`src/rtl/sd_iir_pkg.sv`:
```
package sd_iir_pkg;
  localparam int SHIFT_W = 4;
  typedef logic [SHIFT_W-1:0] shift_t;

  function automatic longint full_scale(input int width);
    return (longint'(1) << (width - 1)) - 1;
  endfunction
endpackage

```
`src/rtl/sd_iir_stage.sv`:
```
module sd_iir_stage
  import sd_iir_pkg::*;
#(
  parameter int ACC_W = 35,
  parameter logic signed [ACC_W-1:0] LIM = '0
) (
  input  logic                    clk_i,
  input  logic                    rst_ni,
  input  shift_t                  shift_i,
  input  logic signed [ACC_W-1:0] x_i,
  output logic signed [ACC_W-1:0] y_o
);
  logic signed [ACC_W-1:0] y_q;
  logic signed [ACC_W:0]   diff;
  logic signed [ACC_W-1:0] step;

  // one guard bit for the difference; step magnitude never exceeds it
  assign diff = {x_i[ACC_W-1], x_i} - {y_q[ACC_W-1], y_q};
  assign step = ACC_W'(diff >>> shift_i);

  always_ff @(posedge clk_i or negedge rst_ni) begin
    if (!rst_ni) y_q <= '0;
    else         y_q <= y_q + step;
  end

  assign y_o = y_q;

  a_r3_k0_track: assert property (@(posedge clk_i) disable iff (!rst_ni)
    (shift_i == '0) |=> (y_q == $past(x_i)));

  a_r7_in_range: assert property (@(posedge clk_i) disable iff (!rst_ni)
    (y_q <= LIM) && (y_q >= -LIM));
endmodule

```
`src/rtl/sd_iir_strobe.sv`:
```
module sd_iir_strobe #(
  parameter int DEC_W = 8
) (
  input  logic             clk_i,
  input  logic             rst_ni,
  input  logic [DEC_W-1:0] dec_i,
  output logic             fire_o
);
  logic [DEC_W-1:0] cnt_q;
  logic [DEC_W:0]   cnt_inc;

  assign cnt_inc = (DEC_W+1)'(cnt_q) + (DEC_W+1)'(1);
  // >= also covers a period shortened below the current count
  assign fire_o  = cnt_inc >= {1'b0, dec_i};

  always_ff @(posedge clk_i or negedge rst_ni) begin
    if (!rst_ni)     cnt_q <= '0;
    else if (fire_o) cnt_q <= '0;
    else             cnt_q <= cnt_q + DEC_W'(1);
  end
endmodule

```
`src/rtl/sd_iir_filter.sv`:
```
module sd_iir_filter
  import sd_iir_pkg::*;
#(
  parameter int OUT_W    = 16,
  parameter int FRAC_W   = 18,
  parameter int N_STAGES = 4,
  parameter int DEC_W    = 8
) (
  input  logic                    clk_i,
  input  logic                    rst_ni,
  input  logic                    bit_i,
  input  logic [SHIFT_W-1:0]      shift_i,
  input  logic [DEC_W-1:0]        dec_i,
  output logic signed [OUT_W-1:0] sample_o,
  output logic                    valid_o
);
  localparam int ACC_W = OUT_W + FRAC_W + 1;
  localparam longint FS = full_scale(OUT_W);
  localparam logic signed [ACC_W-1:0] FS_ACC   = ACC_W'(FS <<< FRAC_W);
  localparam logic signed [ACC_W-1:0] RND_HALF = ACC_W'(longint'(1) <<< (FRAC_W - 1));

  logic signed [ACC_W-1:0] chain [N_STAGES+1];
  logic signed [ACC_W-1:0] rnd;
  logic signed [OUT_W-1:0] sample_d;
  logic                    fire;

  assign chain[0] = bit_i ? FS_ACC : -FS_ACC;

  for (genvar g = 0; g < N_STAGES; g++) begin : g_stage
    sd_iir_stage #(
      .ACC_W (ACC_W),
      .LIM   (FS_ACC)
    ) u_stage (
      .clk_i   (clk_i),
      .rst_ni  (rst_ni),
      .shift_i (shift_i),
      .x_i     (chain[g]),
      .y_o     (chain[g+1])
    );
  end

  sd_iir_strobe #(.DEC_W(DEC_W)) u_strobe (
    .clk_i  (clk_i),
    .rst_ni (rst_ni),
    .dec_i  (dec_i),
    .fire_o (fire)
  );

  assign rnd      = chain[N_STAGES] + RND_HALF;
  assign sample_d = OUT_W'(rnd >>> FRAC_W);

  always_ff @(posedge clk_i or negedge rst_ni) begin
    if (!rst_ni) begin
      sample_o <= '0;
      valid_o  <= 1'b0;
    end else begin
      valid_o <= fire;
      if (fire) sample_o <= sample_d;
    end
  end

  always @(posedge clk_i) begin
    if (!rst_ni) a_r1_reset_idle: assert (sample_o == '0 && !valid_o);
  end

  a_r5_single_strobe: assert property (@(posedge clk_i) disable iff (!rst_ni)
    (valid_o && dec_i > DEC_W'(1)) |=> (!valid_o || !$stable(dec_i)));

  a_r6_hold_between: assert property (@(posedge clk_i) disable iff (!rst_ni)
    !valid_o |-> $stable(sample_o));

  a_r7_out_range: assert property (@(posedge clk_i) disable iff (!rst_ni)
    (sample_o <= OUT_W'(FS)) && (sample_o >= -OUT_W'(FS)));
endmodule

```
`config.mk`:
```
export PLATFORM = sky130hd
export DESIGN_NAME = sd_iir_filter
export DESIGN_NICKNAME = d
export VERILOG_FILES = /design/src/rtl/sd_iir_pkg.sv /design/src/rtl/sd_iir_stage.sv /design/src/rtl/sd_iir_strobe.sv /design/src/rtl/sd_iir_filter.sv
export SDC_FILE = /design/constraint.sdc
export NUM_CORES = 1
export LEC_CHECK = 0
export BUFFER_PORTS_ARGS = -buffer_cell sky130_fd_sc_hd__buf_2
export CAP_MARGIN = 25
export CORE_MARGIN = 2
export CORE_UTILIZATION = 65
export DETAILED_ROUTE_END_ITERATION = 8
export PLACE_DENSITY_LB_ADDON = 0.08
export SLEW_MARGIN = 30
export SYNTH_ARGS = -nofsm -noshare
export SYNTH_HDL_FRONTEND = slang
export SYNTH_HIERARCHICAL = 1
export SYNTH_SLANG_ARGS = --single-unit
```
`constraint.sdc`:
```
create_clock -name clk_i -period 13.89 [get_ports clk_i]
set_clock_uncertainty 0.2 [all_clocks]
set_input_delay 3.4725 -clock clk_i [delete_from_list [all_inputs] [get_ports clk_i]]
set_output_delay 3.4725 -clock clk_i [all_outputs]
set_load 0.01 [all_outputs]
```
==> results by group <==
Status
  – Status: finished, final reports clean

Floorplan
  – Die area: around 46000 µm²
  – I/O pin cnt: 32
  – Initial Utilization: 66.1%
  – Core box area: 43200 µm²
  – Die Y-Extent: 213 µm
  – Die width: around 210 µm
  – Std-Cell Rows: 76

CTS
  – CTS Buffer Depth: 2
  – H-tree levels: 4
  – TritonCTS clock tree: built
  – Clk pin slew, worst setup/hold paths: approximately 80 ps
  – CTS root buffer: clkbuf_16
  – Clk sinks: 165
  – Hold buffer count at cts: 0
  – CTS buffer count: 17
  – PostCTS Resize Cnt: 0
  – Post-CTS Setup Inserts: 0
  – Clk_lat worst skew: approximately 500 ps

Setup path
  – Worst EP arrival: 9520 ps
  – Worst Reg-to-Reg Cells: 22
  – Setup CP Type: in -> reg
  – Crit path cell chain: buf_2, ha_1, nand4_1, nor4_1, o211ai_1, a211oi_1, nor2_1, xnor2_1, mux4_2, mux2_4, mux2_2, ha_1, and3_1, nand2_1, nor3_1, nand3_1, and3_1, o311ai_1, a41oi_1, o21ai_0, xnor2_1
  – Crit path max fanout: 15
  – WP data required: 14110 ps
  – R2r setup slk: 6740 ps
  – Worst Setup Start Kind: primary input
  – Crit Reg-Reg Endpoint: g_stage[0].u_stage/y_o[34]
  – Slowest-stage cell, CP: o311ai_1
  – Nature of the critical path endpoint: register
  – Reg-to-reg critical path startpoint: g_stage[0].u_stage/y_o[1]
  – CP max stage delay: 780 ps

Placed design
  – GP Congestion: 1.01
  – # port buffers: 31
  – Dpl cell area: slightly below 30000 µm²
  – DP HPWL: approximately 71000 µm

Synthesis
  – EDFF count, synth: 0
  – Synth area leader: dfrtp_1
  – Top cells by count, synth: a21oi_1 (369), nand2_1 (332), nor2_1 (307), ha_1 (290), inv_1 (261)
  – Mapped Cells: 3780
  – Syn Area/Cell: 7.55 µm²
  – Mapped Area: 28500 µm²
  – Ys async rst share: 100%
  – Register bit count reported by yosys: 165
  – Top_reg_cell synth: dfrtp_1
  – Synth warn: 6
  – Area contributors post-synth: dfrtp_1 (14%), ha_1 (13%), mux2i_1 (6.7%), a21oi_1 (6.5%), xnor2_1 (6.0%)
  – Post-synth top area share: 14.5%
  – Register area share after synthesis: roughly 14%
  – Count leader, synth: a21oi_1
  – Synth cell types: 122

STA
  – Final Cycle Share: 66.9%
  – WHS: roughly 300 ps
  – RSZ-0062 raised after global routing: false
  – Final-report setup violation count: 0
  – Fmax: 108 MHz
  – Tmin final: slightly above 9000 ps
  – Sum Neg Setup Slack: 0 ps
  – Pins Over Slew Limit: 0
  – Slew @ Worst Pin: 926 ps
  – Slew headroom: between 30% and 40%
  – Final Hold Fails: 0

Worst hold path
  – Hold depth: 1
  – Type of the worst min-delay path: reg -> reg
  – Worst Hold End: sample_o[0]
  – Hold path startpoint: sample_o[0]

Final layout
  – Filler instances: 3702
  – Sequential cell area: 4130 µm²
  – Final instance area: 29500 µm²
  – Layout cells sized above 1: roughly 6.7%
  – Final net count: ~4000
  – Final Core Density: 68.4%
  – Footprint of the multi-input gates: 22800 µm²
  – Area growth from synthesis to layout: 3.46%

GRT
  – Grt ovf: 0
  – First-pass GRT wire length: 140000 µm
  – Vias in the first global route: 26400
  – Largest net degree at the start of global routing: 80
  – Total GRT Usage: 38.6%
  – Antenna violations before repair: 1

Routing
  – WL final: 89000 µm
  – Routed Antenna Nets: 0
  – First-pass DRT Iterations: 7
  – DRT iter0 DRCs: 3805
  – DRC errors left: 0
  – Via density per instance: 6.87
  – Via count: 29500
  – Wire per inst: 20.8 µm

Job
  – Max-Cap Viols: 0
-- routing by layer --
metal | GRT usage (%) | share of wire [%] | wire, µm | up-vias
met4 | 16.5 | 4.1 | 3650 | 0
met5 | 0 | 0 | 0 | -
li1 | - | - | - | 13800
met2 | 57.5 | 42 | 37400 | 1643
met3 | 5.29 | 9.5 | 8460 | 210
met1 | 55.7 | 44 | 39500 | 13800
-- final cells by class --
class	instances	share of cell area (%)
timing repair buffer	43	0.886
antenna	1	0.00848
clock inverter	15	0.627
sequential	165	14.0
tap	585	2.48
multi-input combinational	3195	77.2
clock buffer	17	1.44
inverter	268	3.41
-- worst max-delay path by stage --
stage                           from  slack (ps)                          to
after detailed placement       bit_i        4220  g_stage[0].u_stage/y_o[34]
after floorplan                bit_i        5000  g_stage[0].u_stage/y_o[34]
after global routing           bit_i        4160  g_stage[0].u_stage/y_o[34]
final                          bit_i        4590  g_stage[0].u_stage/y_o[34]
after global placement    shift_i[1]        4060  g_stage[1].u_stage/y_o[34]
after CTS                      bit_i        4730  g_stage[0].u_stage/y_o[34]
-- critical path, delay by kind of cell --
family / cells / cell delay [ps]
xor+xnor: 2 / 360
compound gates: 5 / 1930
mux: 3 / 1100
simple gates: 8 / 1530
buf+inv: 1 / 210
fa+ha+maj: 2 / 910
-- through the flow --
| step | worst slack (ps) | cells |
|---|---|---|
| after floorplan | 5000 | 3798 |
| after global placement | 4060 | 4256 |
| after detailed placement | 4220 | 4256 |
| after CTS | 4730 | 4288 |
| after global routing | 4160 | 4288 |
| final | 4590 | 4289 |
-- placed cells by master, fill, tap and decap left out, types with 31 or more instances in the layout --
master / n
a211oi_1: 85
a21o_1: 110
a21oi_1: 369
a31oi_1: 38
and3_1: 35
dfrtp_1: 165
ha_1: 290
inv_1: 261
mux2_2: 42
mux2i_1: 190
nand2_1: 332
nand2b_1: 31
nand3_1: 109
nand4_1: 40
nor2_1: 307
nor3_1: 76
o211ai_1: 53
o21a_1: 50
o21ai_0: 185
o21bai_1: 37
xnor2_1: 195
xor2_1: 64
-- kinds of logic after synthesis --
family                     synth area share (%)
other                                    0.0263
muxes                                      10.2
AOI/OAI and AO/OA                          29.4
buffers and inverters                      5.93
and+or+nand+nor                            18.7
DFF                                        14.5
adders and majority gates                  13.3
xor gates and xnor gates                   7.95
-- state kept, by name, summed over array words and instances (netlist names) --
signal               count
g_stage.u_stage/y_o    140
sample_o                16
u_strobe/cnt_q           8
valid_o                  1
Power is left out: the tool's default activity adds up to more than one toggle a clock period on the data nets, which glitch-free logic cannot reach.
